===== src/rtl/bank_pkg.sv =====
package bank_pkg;
  typedef enum logic [3:0] {
    C_ACT  = 4'd0,  C_RD   = 4'd1,  C_RDA  = 4'd2,  C_WR  = 4'd3,
    C_WRA  = 4'd4,  C_PRE  = 4'd5,  C_PREA = 4'd6,  C_PDA = 4'd7,
    C_PDPF = 4'd8,  C_PDPS = 4'd9,  C_PUP  = 4'd10, C_REF = 4'd11,
    C_X12  = 4'd12, C_X13  = 4'd13, C_X14  = 4'd14, C_X15 = 4'd15
  } cmd_e;

  typedef enum logic [2:0] {
    S_CLOSED = 3'd0, S_OPEN = 3'd1, S_PDA = 3'd2, S_PDF = 3'd3, S_PDS = 3'd4
  } bstate_e;

  localparam int TS_ACT = 0;
  localparam int TS_RD  = 1;
  localparam int TS_WR  = 2;
  localparam int TS_PRE = 3;
  localparam int TS_PD  = 4;
  localparam int TS_PUP = 5;
  localparam int NTS    = 6;

  function automatic logic is_pd(bstate_e s);
    return (s == S_PDA) || (s == S_PDF) || (s == S_PDS);
  endfunction
endpackage


===== src/rtl/bank_timers.sv =====
module bank_timers
  import bank_pkg::*;
#(
  parameter int TS_W  = 16,
  parameter int TIM_W = 8
) (
  input  logic                   clk,
  input  logic                   rst_n,
  input  logic                   fire,
  input  cmd_e                   cmd,
  input  logic [TS_W-1:0]        now,
  input  logic [TIM_W-1:0]       t_rcd,
  input  logic [TIM_W-1:0]       t_rp,
  input  logic [TIM_W-1:0]       t_ras,
  input  logic [TIM_W-1:0]       t_cke,
  input  logic [TIM_W-1:0]       t_xp,
  input  logic [TIM_W-1:0]       t_rfc,
  output logic [NTS-1:0]         reached
);
  localparam int PADW = TS_W - TIM_W;

  logic [TS_W-1:0] ts_q [NTS];
  logic [TS_W-1:0] ts_d [NTS];
  logic [TS_W-1:0] e_rcd, e_rp, e_ras, e_cke, e_xp, e_rfc;

  assign e_rcd = {{PADW{1'b0}}, t_rcd};
  assign e_rp  = {{PADW{1'b0}}, t_rp};
  assign e_ras = {{PADW{1'b0}}, t_ras};
  assign e_cke = {{PADW{1'b0}}, t_cke};
  assign e_xp  = {{PADW{1'b0}}, t_xp};
  assign e_rfc = {{PADW{1'b0}}, t_rfc};

  function automatic logic [TS_W-1:0] later(logic [TS_W-1:0] a, logic [TS_W-1:0] b);
    return (a > b) ? a : b;
  endfunction

  always_comb begin
    for (int i = 0; i < NTS; i++) ts_d[i] = ts_q[i];
    unique case (cmd)
      C_ACT: begin
        ts_d[TS_RD]  = now + e_rcd;
        ts_d[TS_WR]  = now + e_rcd;
        ts_d[TS_PRE] = now + e_ras;
        ts_d[TS_ACT] = now + e_ras + e_rp;
      end
      C_RDA, C_WRA, C_PRE, C_PREA:
        ts_d[TS_ACT] = later(ts_q[TS_ACT], now + e_rp);
      C_PDA, C_PDPF, C_PDPS:
        ts_d[TS_PUP] = now + e_cke;
      C_PUP: begin
        ts_d[TS_ACT] = later(ts_q[TS_ACT], now + e_xp);
        ts_d[TS_PD]  = now + e_xp;
      end
      C_REF:
        ts_d[TS_ACT] = now + e_rfc;
      default: ;
    endcase
  end

  always_ff @(posedge clk) begin
    if (!rst_n) begin
      for (int i = 0; i < NTS; i++) ts_q[i] <= '0;
    end else if (fire) begin
      for (int i = 0; i < NTS; i++) ts_q[i] <= ts_d[i];
    end
  end

  for (genvar g = 0; g < NTS; g++) begin : g_cmp
    assign reached[g] = (ts_q[g] <= now);
  end

  // timestamps move only on a handshake
  p_ts_hold_r10: assert property (@(posedge clk) disable iff (!rst_n)
    !fire |=> $stable(ts_q[TS_ACT]) && $stable(ts_q[TS_PUP]));
endmodule


===== src/rtl/bank_fsm.sv =====
module bank_fsm
  import bank_pkg::*;
(
  input  logic    clk,
  input  logic    rst_n,
  input  logic    fire,
  input  cmd_e    cmd,
  output bstate_e state
);
  bstate_e nxt;

  always_comb begin
    nxt = state;
    unique case (cmd)
      C_ACT:                      nxt = S_OPEN;
      C_RDA, C_WRA, C_PRE, C_PREA: nxt = S_CLOSED;
      C_PDA:                      nxt = S_PDA;
      C_PDPF:                     nxt = S_PDF;
      C_PDPS:                     nxt = S_PDS;
      C_PUP:                      nxt = (state == S_PDA) ? S_OPEN : S_CLOSED;
      default: ;
    endcase
  end

  always_ff @(posedge clk) begin
    if (!rst_n)    state <= S_CLOSED;
    else if (fire) state <= nxt;
  end

  p_act_open_r3: assert property (@(posedge clk) disable iff (!rst_n)
    fire && cmd == C_ACT |=> state == S_OPEN);
  p_pre_closed_r5: assert property (@(posedge clk) disable iff (!rst_n)
    fire && (cmd == C_PRE || cmd == C_PREA) |=> state == S_CLOSED);
  p_ref_keep_r8: assert property (@(posedge clk) disable iff (!rst_n)
    fire && cmd == C_REF |=> $stable(state));
  p_state_hold_r10: assert property (@(posedge clk) disable iff (!rst_n)
    !fire |=> $stable(state));
endmodule


===== src/rtl/bank_legality.sv =====
module bank_legality
  import bank_pkg::*;
#(
  parameter int NSA = 4
) (
  input  logic                clk,
  input  logic                rst_n,
  input  cmd_e                cmd,
  input  bstate_e             state,
  input  logic                busy,
  input  logic [NTS-1:0]      reached,
  input  logic [NSA-1:0]      sa_ready,
  input  logic [NSA-1:0]      sa_active,
  output logic                legal
);
  logic all_sa, active_sa, live, pd;

  assign all_sa    = &sa_ready;
  assign active_sa = &(sa_ready | ~sa_active);
  assign live      = (state == S_CLOSED) || (state == S_OPEN);
  assign pd        = is_pd(state);

  always_comb begin
    legal = 1'b0;
    unique case (cmd)
      C_ACT:         legal = reached[TS_ACT] && !pd;
      C_RD, C_RDA:   legal = reached[TS_RD] && state == S_OPEN;
      C_WR, C_WRA:   legal = reached[TS_WR] && state == S_OPEN;
      C_PRE:         legal = reached[TS_PRE] && live;
      C_PREA:        legal = reached[TS_PRE] && live && active_sa;
      C_PDA:         legal = reached[TS_PD] && live && all_sa;
      C_PDPF, C_PDPS: legal = reached[TS_PD] && state == S_CLOSED && all_sa;
      C_PUP:         legal = reached[TS_PUP] && pd && all_sa;
      C_REF:         legal = reached[TS_ACT] && live;
      default:       legal = 1'b0;
    endcase
    if (busy) legal = 1'b0;
  end

  p_busy_block_r2: assert property (@(posedge clk) disable iff (!rst_n)
    busy |-> !legal);
  p_rdwr_open_r4: assert property (@(posedge clk) disable iff (!rst_n)
    legal && (cmd inside {C_RD, C_RDA, C_WR, C_WRA}) |-> state == S_OPEN);
  p_pup_pd_r7: assert property (@(posedge clk) disable iff (!rst_n)
    legal && cmd == C_PUP |-> pd);
  p_unknown_r9: assert property (@(posedge clk) disable iff (!rst_n)
    cmd inside {C_X12, C_X13, C_X14, C_X15} |-> !legal);
endmodule


===== src/rtl/bank_cmd_gate.sv =====
module bank_cmd_gate
  import bank_pkg::*;
#(
  parameter int TS_W  = 16,
  parameter int TIM_W = 8,
  parameter int NSA   = 4
) (
  input  logic             clk,
  input  logic             rst_n,
  input  logic             req_valid,
  input  logic [3:0]       req_type,
  output logic             req_ready,
  output logic             fail_timing,
  input  logic             cmd_busy,
  input  logic [TS_W-1:0]  now,
  input  logic [TIM_W-1:0] t_rcd,
  input  logic [TIM_W-1:0] t_rp,
  input  logic [TIM_W-1:0] t_ras,
  input  logic [TIM_W-1:0] t_cke,
  input  logic [TIM_W-1:0] t_xp,
  input  logic [TIM_W-1:0] t_rfc,
  input  logic [NSA-1:0]   sa_ready,
  input  logic [NSA-1:0]   sa_active,
  output logic [2:0]       bank_state
);
  cmd_e           cmd;
  bstate_e        st;
  logic [NTS-1:0] reached;
  logic           fire;

  assign cmd  = cmd_e'(req_type);
  assign fire = req_valid && req_ready;

  bank_timers #(.TS_W(TS_W), .TIM_W(TIM_W)) u_tim (
    .clk(clk), .rst_n(rst_n), .fire(fire), .cmd(cmd), .now(now),
    .t_rcd(t_rcd), .t_rp(t_rp), .t_ras(t_ras), .t_cke(t_cke),
    .t_xp(t_xp), .t_rfc(t_rfc), .reached(reached)
  );

  bank_fsm u_fsm (
    .clk(clk), .rst_n(rst_n), .fire(fire), .cmd(cmd), .state(st)
  );

  bank_legality #(.NSA(NSA)) u_leg (
    .clk(clk), .rst_n(rst_n), .cmd(cmd), .state(st), .busy(cmd_busy),
    .reached(reached), .sa_ready(sa_ready), .sa_active(sa_active),
    .legal(req_ready)
  );

  assign fail_timing = req_valid && !req_ready;
  assign bank_state  = st;

  p_pd_no_act_r3: assert property (@(posedge clk) disable iff (!rst_n)
    (bank_state inside {3'd2, 3'd3, 3'd4}) && req_type == 4'd0 |-> !req_ready);
  p_pdp_open_r6: assert property (@(posedge clk) disable iff (!rst_n)
    bank_state == 3'd1 && (req_type == 4'd8 || req_type == 4'd9) |-> !req_ready);
endmodule


===== config.mk =====
export PLATFORM = sky130hd
export DESIGN_NAME = bank_cmd_gate
export DESIGN_NICKNAME = d
export VERILOG_FILES = /design/src/rtl/bank_pkg.sv /design/src/rtl/bank_timers.sv /design/src/rtl/bank_fsm.sv /design/src/rtl/bank_legality.sv /design/src/rtl/bank_cmd_gate.sv
export SDC_FILE = /design/constraint.sdc
export NUM_CORES = 1
export LEC_CHECK = 0
export ABC_CLOCK_PERIOD_IN_PS = 5100
export BUFFER_PORTS_ARGS = -buffer_cell sky130_fd_sc_hd__buf_2
export CORE_ASPECT_RATIO = 0.8
export CORE_MARGIN = 4
export CORE_UTILIZATION = 50
export DETAILED_ROUTE_END_ITERATION = 8
export HOLD_SLACK_MARGIN = 0.1
export PLACE_DENSITY = 0.72
export SYNTH_ARGS = -nofsm -noshare
export SYNTH_HDL_FRONTEND = slang
export SYNTH_SLANG_ARGS = --single-unit

===== constraint.sdc =====
create_clock -name clk -period 5.1 [get_ports clk]
set_input_delay 0.765 -clock clk [delete_from_list [all_inputs] [get_ports clk]]
set_output_delay 0.765 -clock clk [all_outputs]
set_load 0.05 [all_outputs]

Yosys cells after proc, flatten, opt, wreduce, memory -nomap -nowiden
Memories as Yosys holds them, arrays and structs flattened.
Index checks and enable logic that the tools add are counted.
{"block": "totals", "elab_cells": 90, "reg_bits": 3, "memories": 1, "inputBits": 80, "ramBits": 96}
{"name": "u_tim.ts_q", "words": 6, "width": 16, "rd": 6, "rd_ports_with_merged_regs": 0, "write_ports": 6, "line": "bank_timers.sv:22", "source": "logic [TS_W-1:0] ts_q [NTS];"}
{"block": "op_classes", "n_lt_le_gt_ge": 8, "mux": 20, "n_bitwise": 8, "add_sub_neg": 7, "n_eq_ne": 15, "reduce_logical": 30}
{"op": "2-to-1 mux 16 bit", "count": 10}
{"op": "adder 16 x 8 -> 16 bit", "count": 7}
{"op": "less-or-equal comparator 16 bit", "count": 6}
{"op": "case mux 16 bit (4 select lines)", "count": 1}
{"op": "2-to-1 mux 48 bit", "count": 1}
{"op": "> comparator 16 bit", "count": 2}
{"op": "case mux 3 bit (6 select lines)", "count": 1}
{"op": "equality test 4 x 3 -> 1 bit (second input constant)", "count": 4}
{"op": "equality test 4 bit (second input constant)", "count": 4}
{"op": "logical AND 1 bit", "count": 14}
{"op": "case mux 1 bit (9 select lines)", "count": 1}
{"op": "equality test 4 x 2 -> 1 bit (second input constant)", "count": 2}
{"op": "AND reduction 4 bit", "count": 2}
{"op": "equality test 3 x 2 -> 1 bit (second input constant)", "count": 2}
{"op": "2-to-1 mux 1 bit", "count": 6}
{"op": "OR 1 bit", "count": 6}
{"op": "nonzero test 6 bit", "count": 1}
{"op": "OR reduction 2 bit", "count": 3}
{"op": "equality test 4 x 1 -> 1 bit (second input constant)", "count": 1}
{"op": "zero test 4 bit", "count": 1}
{"op": "NOT 4 bit", "count": 1}
{"op": "OR 4 bit", "count": 1}
{"op": "OR reduction 4 bit", "count": 1}
{"op": "equality test 3 x 1 -> 1 bit (second input constant)", "count": 1}
{"op": "other kinds (6)", "count": 9}

Depth between registers and ports, before layout
Gate-level depths: netlist (run 1).
{"block": "logic_depth", "ltp_word": 12, "depth_mapped": 17}

Cells and area by module
From an unflattened synthesis (run 1), not the netlist that was laid out.
{"block": "unflattened", "hier_cells": 1054, "hier_area_um2": 9401.5}
{"mod": "bank_timers", "area_each_um2": 8928.6, "instances": 1, "cells_per_inst": 990, "seq_area_each_um2": 2402.3}
{"mod": "bank_legality", "area_each_um2": 255.2, "instances": 1, "cells_per_inst": 39, "seq_area_each_um2": 0.0}
{"mod": "bank_fsm", "area_each_um2": 201.4, "instances": 1, "cells_per_inst": 23, "seq_area_each_um2": 60.1}
{"mod": "bank_cmd_gate", "area_each_um2": 16.3, "instances": 1, "cells_per_inst": 2, "seq_area_each_um2": 0.0}

Worst setup path after synthesis (run 1)
OpenSTA, ideal clock, no wires.
{"block": "synth_path", "kind": "input -> register", "startpoint": "input port now[15]", "endpoint": "memory u_tim.ts_q[1][15] (netlist: u_tim.ts_q[0][31]), enable pin", "setup_slack_ns": -0.230, "cell_stages": 10, "required_time_ns": 4.634, "t_arrival_ns": 4.864, "cell_sequence": "clkbuf_1 inv_1 ha_1 and4_1 a221oi_1 a21oi_1 nor3_1 o21ba_2 nor2_1 o21ai_0"}
{"element": "start, declared", "line": "bank_cmd_gate.sv:15", "source": "input logic [TS_W-1:0] now,"}
{"element": "end, declared", "line": "bank_timers.sv:22"}

Worst setup path in the final report (run 1)
{"block": "layout_path", "startpoint": "input port now[1]", "endpoint": "output port req_ready"}
{"block": "layout_via", "elab_chain_cells": 5, "elab_cells_between_ends": 20}
{"element": "less-or-equal comparator 16 bit", "line": "bank_timers.sv:69", "source": "assign reached[g] = (ts_q[g] <= now);"}
{"element": "logical AND 1 bit, on equally long branches (2 in a row)"}
{"element": "case mux 1 bit (9 select lines) (*)", "line": "bank_legality.sv:25", "source": "unique case (cmd)"}
{"element": "2-to-1 mux 1 bit (*)", "line": "bank_legality.sv:37", "source": "if (busy) legal = 1'b0;"}
{"element": "end, declared", "line": "bank_cmd_gate.sv:12", "source": "output logic req_ready,"}
Mark *: on every way between the ends. The rest lies on a longest branch, timed or not.

==> reports/results.txt, run 1 <==
Status -> completed
Core footprint -> 18110 um^2
Final min period -> 4.531 ns
Post-Route Setup TNS -> 0 ns
Most frequent cells in the layout -> ha_1, nor2_1, a21oi_1
Skew-Pair Late Insertion Delay -> 0.35 ns
Worst Hold Path Cells -> 2
RSZ-0062 raised after global routing -> false
Reg2reg start -> u_tim.ts_q[0][60]
Ports -> 85
Worst R2R Setup Slack -> 1.76 ns
Reg2reg end -> u_tim.ts_q[0][0]
Vias/cell -> 6.243
Crit Path Max Fanout -> 11
Crit path max-delay cell type -> a21boi_1
Post-synthesis sequential area ratio -> 26.73%
Worst Setup SP -> now[1]
Routed via count -> 8497
Hold EP -> u_fsm.state[1]
DIE AREA -> 20670 um^2
DRT iter0 DRCs -> 855
Post-DP HPWL -> 22210 um
Cell family with most CP delay -> compound AO/OA/AOI/OAI gates
Cells after synthesis -> 1037
Drt drc -> 0
Final #Nets -> 1381
First-pass DRT Iterations -> 5
Fin util -> 57.11%
ANT cells -> 0
Antenna-violating nets left -> 0
Final setup violation count -> 0
M1 wire length -> 12860 um
Max-cap violations -> 0
Avg Cell Area, Syn -> 8.884 um^2
Top post-synthesis cells by area -> edfxtp_1, ha_1, a21oi_1, xnor2_1, nor2_1
Cell row count -> 44
H-tree depth -> 3
Layout cells sized above 1 -> 12.64%
Sequence of cells on the critical path -> buf_2, inv_1, ha_1, nor2b_1, o21a_1, o21a_1, o311ai_0, a21o_1, a211oi_1, a21boi_1, buf_2
Routed met2 length -> 11720 um
Pleak -> 0.004528 uW
Wire length on met3 -> 2931 um
Crit. End Element -> output port
Worst slew pin tran -> 0.8129 ns
Synth Warn # -> 0
Fin. Hold Viols -> 0
Async SR Flop Fraction -> 0%
Pwr Total -> 2437 uW
First-pass GRT wire length -> 43730 um
Width of the die -> 159.8 um
Top FF cell, synth -> edfxtp_1
Crit-path max cell delay -> 0.49 ns
Worst hold start -> u_fsm.state[1]
Hold_ws -> 0.5636 ns
Hold bufs inserted after CTS -> 0
Chip height -> 129.4 um
Clock buffer count from CTS -> 9
Pin count of the biggest net entering global routing -> 37
Achievable Freq -> 220.7 MHz
Worst Reg-to-Reg Cells -> 11
Netlist cell types -> 74
Post-synth top area share -> 26.08%
Routed Wire Length -> 27950 um
Pwr dens -> 235.6 nW/um^2
Worst setup SP type -> input pin
CTS tree -> built
Gr usage total -> 27.00%
Clock sink count -> 83
Worst Hold Class -> register to register
# Post-CTS Setup Buffers -> 0
Most common cell after layout, fill and taps aside -> ha_1
Wire per inst -> 20.53 um
Critical path type -> input pin to output port
Max VDD drop -> 0.1535 mV
Post-synth EDFFs -> 80
WP data arrival -> 3.77 ns
Worst slew margin -> 45.81%
RePlAce Congestion -> 0.9512
Cell accounting for the most synthesized area -> edfxtp_1
Clk slew on worst S/H paths -> 0.06 ns
Layout Skew -> 0.01041 ns
Post-route clock period utilization -> 88.85%
Worst Path Required -> 4.34 ns
Top layer in use -> met4
Yosys reg bits -> 83
Longest Clk Path Bufs -> 2
Initial antenna violation count -> 1
Initial Util -> 50.86%
CP Buf/Inv Count -> 3
PortBufs -> 84
Total gr overflow -> 0
CTS root buffer -> clkbuf_16
Final Max Tran Viols -> 0
Mapped Nets -> 1292
Area Growth Syn to Fin -> 12.28%
Vias in the first global route -> 8361
CTS resizes -> 0
Post-Syn Area -> 9213 um^2
==> how the worst max path moves through the flow <==
stage | end | slack [ns] | cells after the start
detailed placement | u_tim.ts_q[0][1] | 0.39 | 18
global placement | u_tim.ts_q[0][0] | 0.46 | 18
CTS | req_ready | 0.61 | 11
finish | req_ready | 0.57 | 11
floorplan | u_tim.ts_q[0][0] | 0.53 | 16
global route | req_ready | 0.38 | 11
==> where the power goes <==
part	switching [uW]	internal (uW)	leakage [uW]
clock network	285	528	0.000174
registers	15.0	773	0.000847
logic	501	335	0.00351
total	801	1640	0.00453
==> logic make-up (layout without fill, tap and decap cells) <==
family | count (synthesis) | after routing | synth area share (%)
AND/OR/NAND/NOR | 319 | 319 | 17.06
AO/OA/AOI/OAI | 313 | 313 | 21.93
adder cells (fa/ha/maj) | 175 | 175 | 24.34
flip-flops | 83 | 83 | 26.73
buffers and inverters | 79 | 173 | 3.450
XOR/XNOR | 66 | 66 | 6.275
multiplexers | 2 | 2 | 0.2173
==> per-layer routing <==
layer  GRT usage (%)  up-vias
met1           38.56     3959
met3           7.059       36
met4           6.276        0
met5               0        -
li1                -     4093
met2           41.35      409
==> worst min-delay path, delay by kind of cell, from the launching register on <==
kind | cells | cell delay, ns
AO/OA/AOI/OAI | 1 | 0.05
AND/OR/NAND/NOR | 1 | 0.09
flip-flops | 1 | 0.38
==> state kept, by name, summed over array words and instances, names as in the netlist <==
name and flops:
u_fsm.state 3, u_tim.ts_q 80
==> cells in the mapped netlist, types with 7 or more instances <==
cell type / n
nand4_1: 28
nand3_1: 22
ha_1: 168
o211ai_1: 16
nor2b_1: 17
or3_1: 20
nand2b_1: 10
nand2_1: 55
xnor2_1: 55
nor2_1: 109
edfxtp_1: 80
a21o_1: 35
a211oi_1: 16
inv_1: 46
nor3_1: 26
buf_2: 7
fa_1: 7
clkbuf_1: 20
a21oi_1: 99
o21ai_0: 63
xor2_1: 11
o21a_1: 7
a31oi_1: 7
==> layout make-up <==
type	instances	area (um^2)
Tap cell	230	287.8
Fill cell	1649	7769
Clock inverter	5	125.1
Clock buffer	11	232.7
Inverter	48	180.2
Timing Repair Buffer	109	608.1
Sequential cell	83	2462
Multi-Input combinational cell	875	6447
==> metrics by stage <==
| step | area [um^2] | cells | setup slack (ns) |
|---|---|---|---|
| 6_report | 10340 | 1361 | 0.5687 |
| 5_1_grt | 10340 | 1361 | 0.3846 |
| 4_1_cts | 10340 | 1361 | 0.6121 |
| 3_5_place_dp | 9986 | 1345 | 0.3919 |
| 3_3_place_gp | 9986 | 1345 | 0.4609 |
| 2_1_floorplan | 9213 | 1037 | 0.5337 |
(Power assumes the default switching activity.)
==> run 2, diff against run 1 <==
--- a/config.mk
+++ b/config.mk
@@ -10,6 +10,7 @@
 export CORE_ASPECT_RATIO = 0.8
 export CORE_MARGIN = 4
 export CORE_UTILIZATION = 50
+export CTS_BUF_LIST = sky130_fd_sc_hd__clkbuf_8
 export DETAILED_ROUTE_END_ITERATION = 8
 export HOLD_SLACK_MARGIN = 0.1
 export PLACE_DENSITY = 0.72
==> run 2 against run 1 <==
Compared with the run above: global-route usage is 0.32 points lower; die area stayed put; final cell count is 0.15% higher; critical path depth stayed put; setup slack better by 0.050 ns; critical path type unchanged; register-to-register slack hardly changed; final area is 0.93% lower; sequential cell count stayed put.
==> reports/results.txt, run 2 (synthesis results as in run 1) <==
Hold bufs inserted after CTS -> 0 (unchanged)
Ports -> 85 (unchanged)
Max reg flops -> 80 (unchanged)
Crit Path Max Fanout -> 11 (unchanged)
Worst Setup SP -> now[1]
Post-route clock period utilization -> 87.87% (-0.98 points)
Reg2reg start -> u_tim.ts_q[0][60]
# Post-CTS Setup Buffers -> 0 (unchanged)
Fin. Hold Viols -> 0 (unchanged)
Clk slew on worst S/H paths -> 0.08 ns (+0.02 ns)
Max VDD drop -> 0.1096 mV (-29%)
Worst Path Required -> 4.34 ns (about the same)
Wire per inst -> 20.25 um (-1.4%)
Status -> completed
Worst slew margin -> 47.20% (+1.4 points)
Final instance area -> 10250 um^2 (-0.93%)
Fin worst setup slack -> 0.6185 ns (+0.04981 ns)
Vias/cell -> 6.244 (about the same)
Area Growth Syn to Fin -> 11.23%
Skew-Pair Late Insertion Delay -> 0.38 ns (+0.03 ns)
Chip height -> 129.4 um (unchanged)
Vias in the first global route -> 8267 (-1.1%)
Most common cell after layout, fill and taps aside -> ha_1
Pwr Total -> 2253 uW (-7.5%)
Setup WS pre-CTS -> 0.3919 ns (unchanged)
Clock buffer count from CTS -> 9 (unchanged)
Worst setup SP type -> input pin
Pwr dens -> 219.9 nW/um^2 (-6.7%)
Largest register by flop count -> u_tim.ts_q
Longest Clk Path Bufs -> 2 (unchanged)
First-pass DRT Iterations -> 5 (unchanged)
Worst R2R Setup Slack -> 1.76 ns (about the same)
Clock sink count -> 83 (unchanged)
Pin count of the biggest net entering global routing -> 37 (unchanged)
DRT iter0 DRCs -> 831 (-2.8%)
Max-cap violations -> 0 (unchanged)
PortBufs -> 84 (unchanged)
Antenna-violating nets left -> 0 (unchanged)
Achievable Freq -> 223.1 MHz (+1.1%)
WP data arrival -> 3.72 ns (-0.05 ns)
Critical path type -> input pin to output port
CTS resizes -> 0 (unchanged)
RePlAce Congestion -> 0.9512 (unchanged)
Routed Wire Length -> 27600 um (-1.2%)
Largest regs -> u_tim.ts_q (80), u_fsm.state (3)
Core footprint -> 18110 um^2 (unchanged)
Post-Route Setup TNS -> 0 ns (unchanged)
Total gr overflow -> 0 (unchanged)
Worst hold start -> u_fsm.state[1]
Layout cells sized above 1 -> 12.64% (unchanged)
Pleak -> 0.004490 uW (-0.84%)
First-pass GRT wire length -> 43330 um (-0.90%)
Worst Hold Class -> register to register
Worst slew pin tran -> 0.7891 ns (-0.02373 ns)
CTS root buffer -> clkbuf_8
Routed via count -> 8510 (+0.15%)
Width of the die -> 159.8 um (unchanged)
Final min period -> 4.482 ns (-0.04981 ns)
RSZ-0062 raised after global routing -> false
H-tree depth -> 3 (unchanged)
Cell row count -> 44 (unchanged)
Final setup violation count -> 0 (unchanged)
DIE AREA -> 20670 um^2 (unchanged)
Layout Skew -> 0.01398 ns (+0.003571 ns)
Initial antenna violation count -> 1 (unchanged)
Drt drc -> 0 (unchanged)
CTS tree -> built
Initial Util -> 50.86% (unchanged)
Final #Nets -> 1381 (unchanged)
Crit. End Element -> output port
DP Area -> 9986 um^2 (unchanged)
Post-DP HPWL -> 22210 um (unchanged)
Most frequent cells in the layout -> ha_1, nor2_1, a21oi_1
Gr usage total -> 26.69% (-0.32 points)
Final Max Tran Viols -> 0 (unchanged)
## run 2: changes by cell type in the layout (fill, tap and decap cells not counted), sizes merged
cell,delta
diode,+2
clkbuf,-2
inv,+2
## run 2: worst paths after layout
| kind | cells after the start | end |
|---|---|---|
| max | 11 | req_ready |
| min | 2 | u_fsm.state[1] |
| min reg2reg | 2 | u_fsm.state[1] |
| max reg2reg | 11 | u_tim.ts_q[0][14] |
## run 2: worst max-delay path: stages
cell	delay, ns
buf_2	0.30
inv_1	0.28
ha_1	0.38
nor2b_1	0.13
o21a_1	0.16
o21a_1	0.18
o311ai_0	0.39
a21o_1	0.21
a211oi_1	0.07
a21boi_1	0.46
buf_2	0.36
## run 2: cell type report
cell class	instances	area, um^2
Fill cell	1669	7865
Multi-Input combinational cell	875	6447
Sequential cell	83	2462
Timing Repair Buffer	109	608.1
Tap cell	230	287.8
Inverter	48	180.2
Clock inverter	7	132.6
Clock buffer	9	123.9
Antenna cell	2	5.005
## run 2: power breakdown
group          internal (uW)  switching (uW)  total (uW)  leakage (uW)
Clock                    371             262         633      0.000136
Combinational            334             499         834       0.00351
Sequential               772            14.9         787      0.000847
## run 2: layer usage
layer,GRT usage (%),part of all wire [%],up-vias
li1,-,-,4100
met1,38.10,45,3940
met3,7.440,11,50
met5,0,0,-
met2,40.35,41,420
met4,6.531,2.1,0
## run 2: through the flow
stage | std cells | utilization (%) | hold WS (ns)
finish | 1363 | 56.58 | 0.5678
CTS | 1361 | 56.55 | 0.5616
global placement | 1345 | 55.13 | 0.5369
floorplan | 1037 | - | 0.7148
detailed placement | 1345 | 55.13 | 0.5453
global route | 1361 | 56.55 | 0.5899
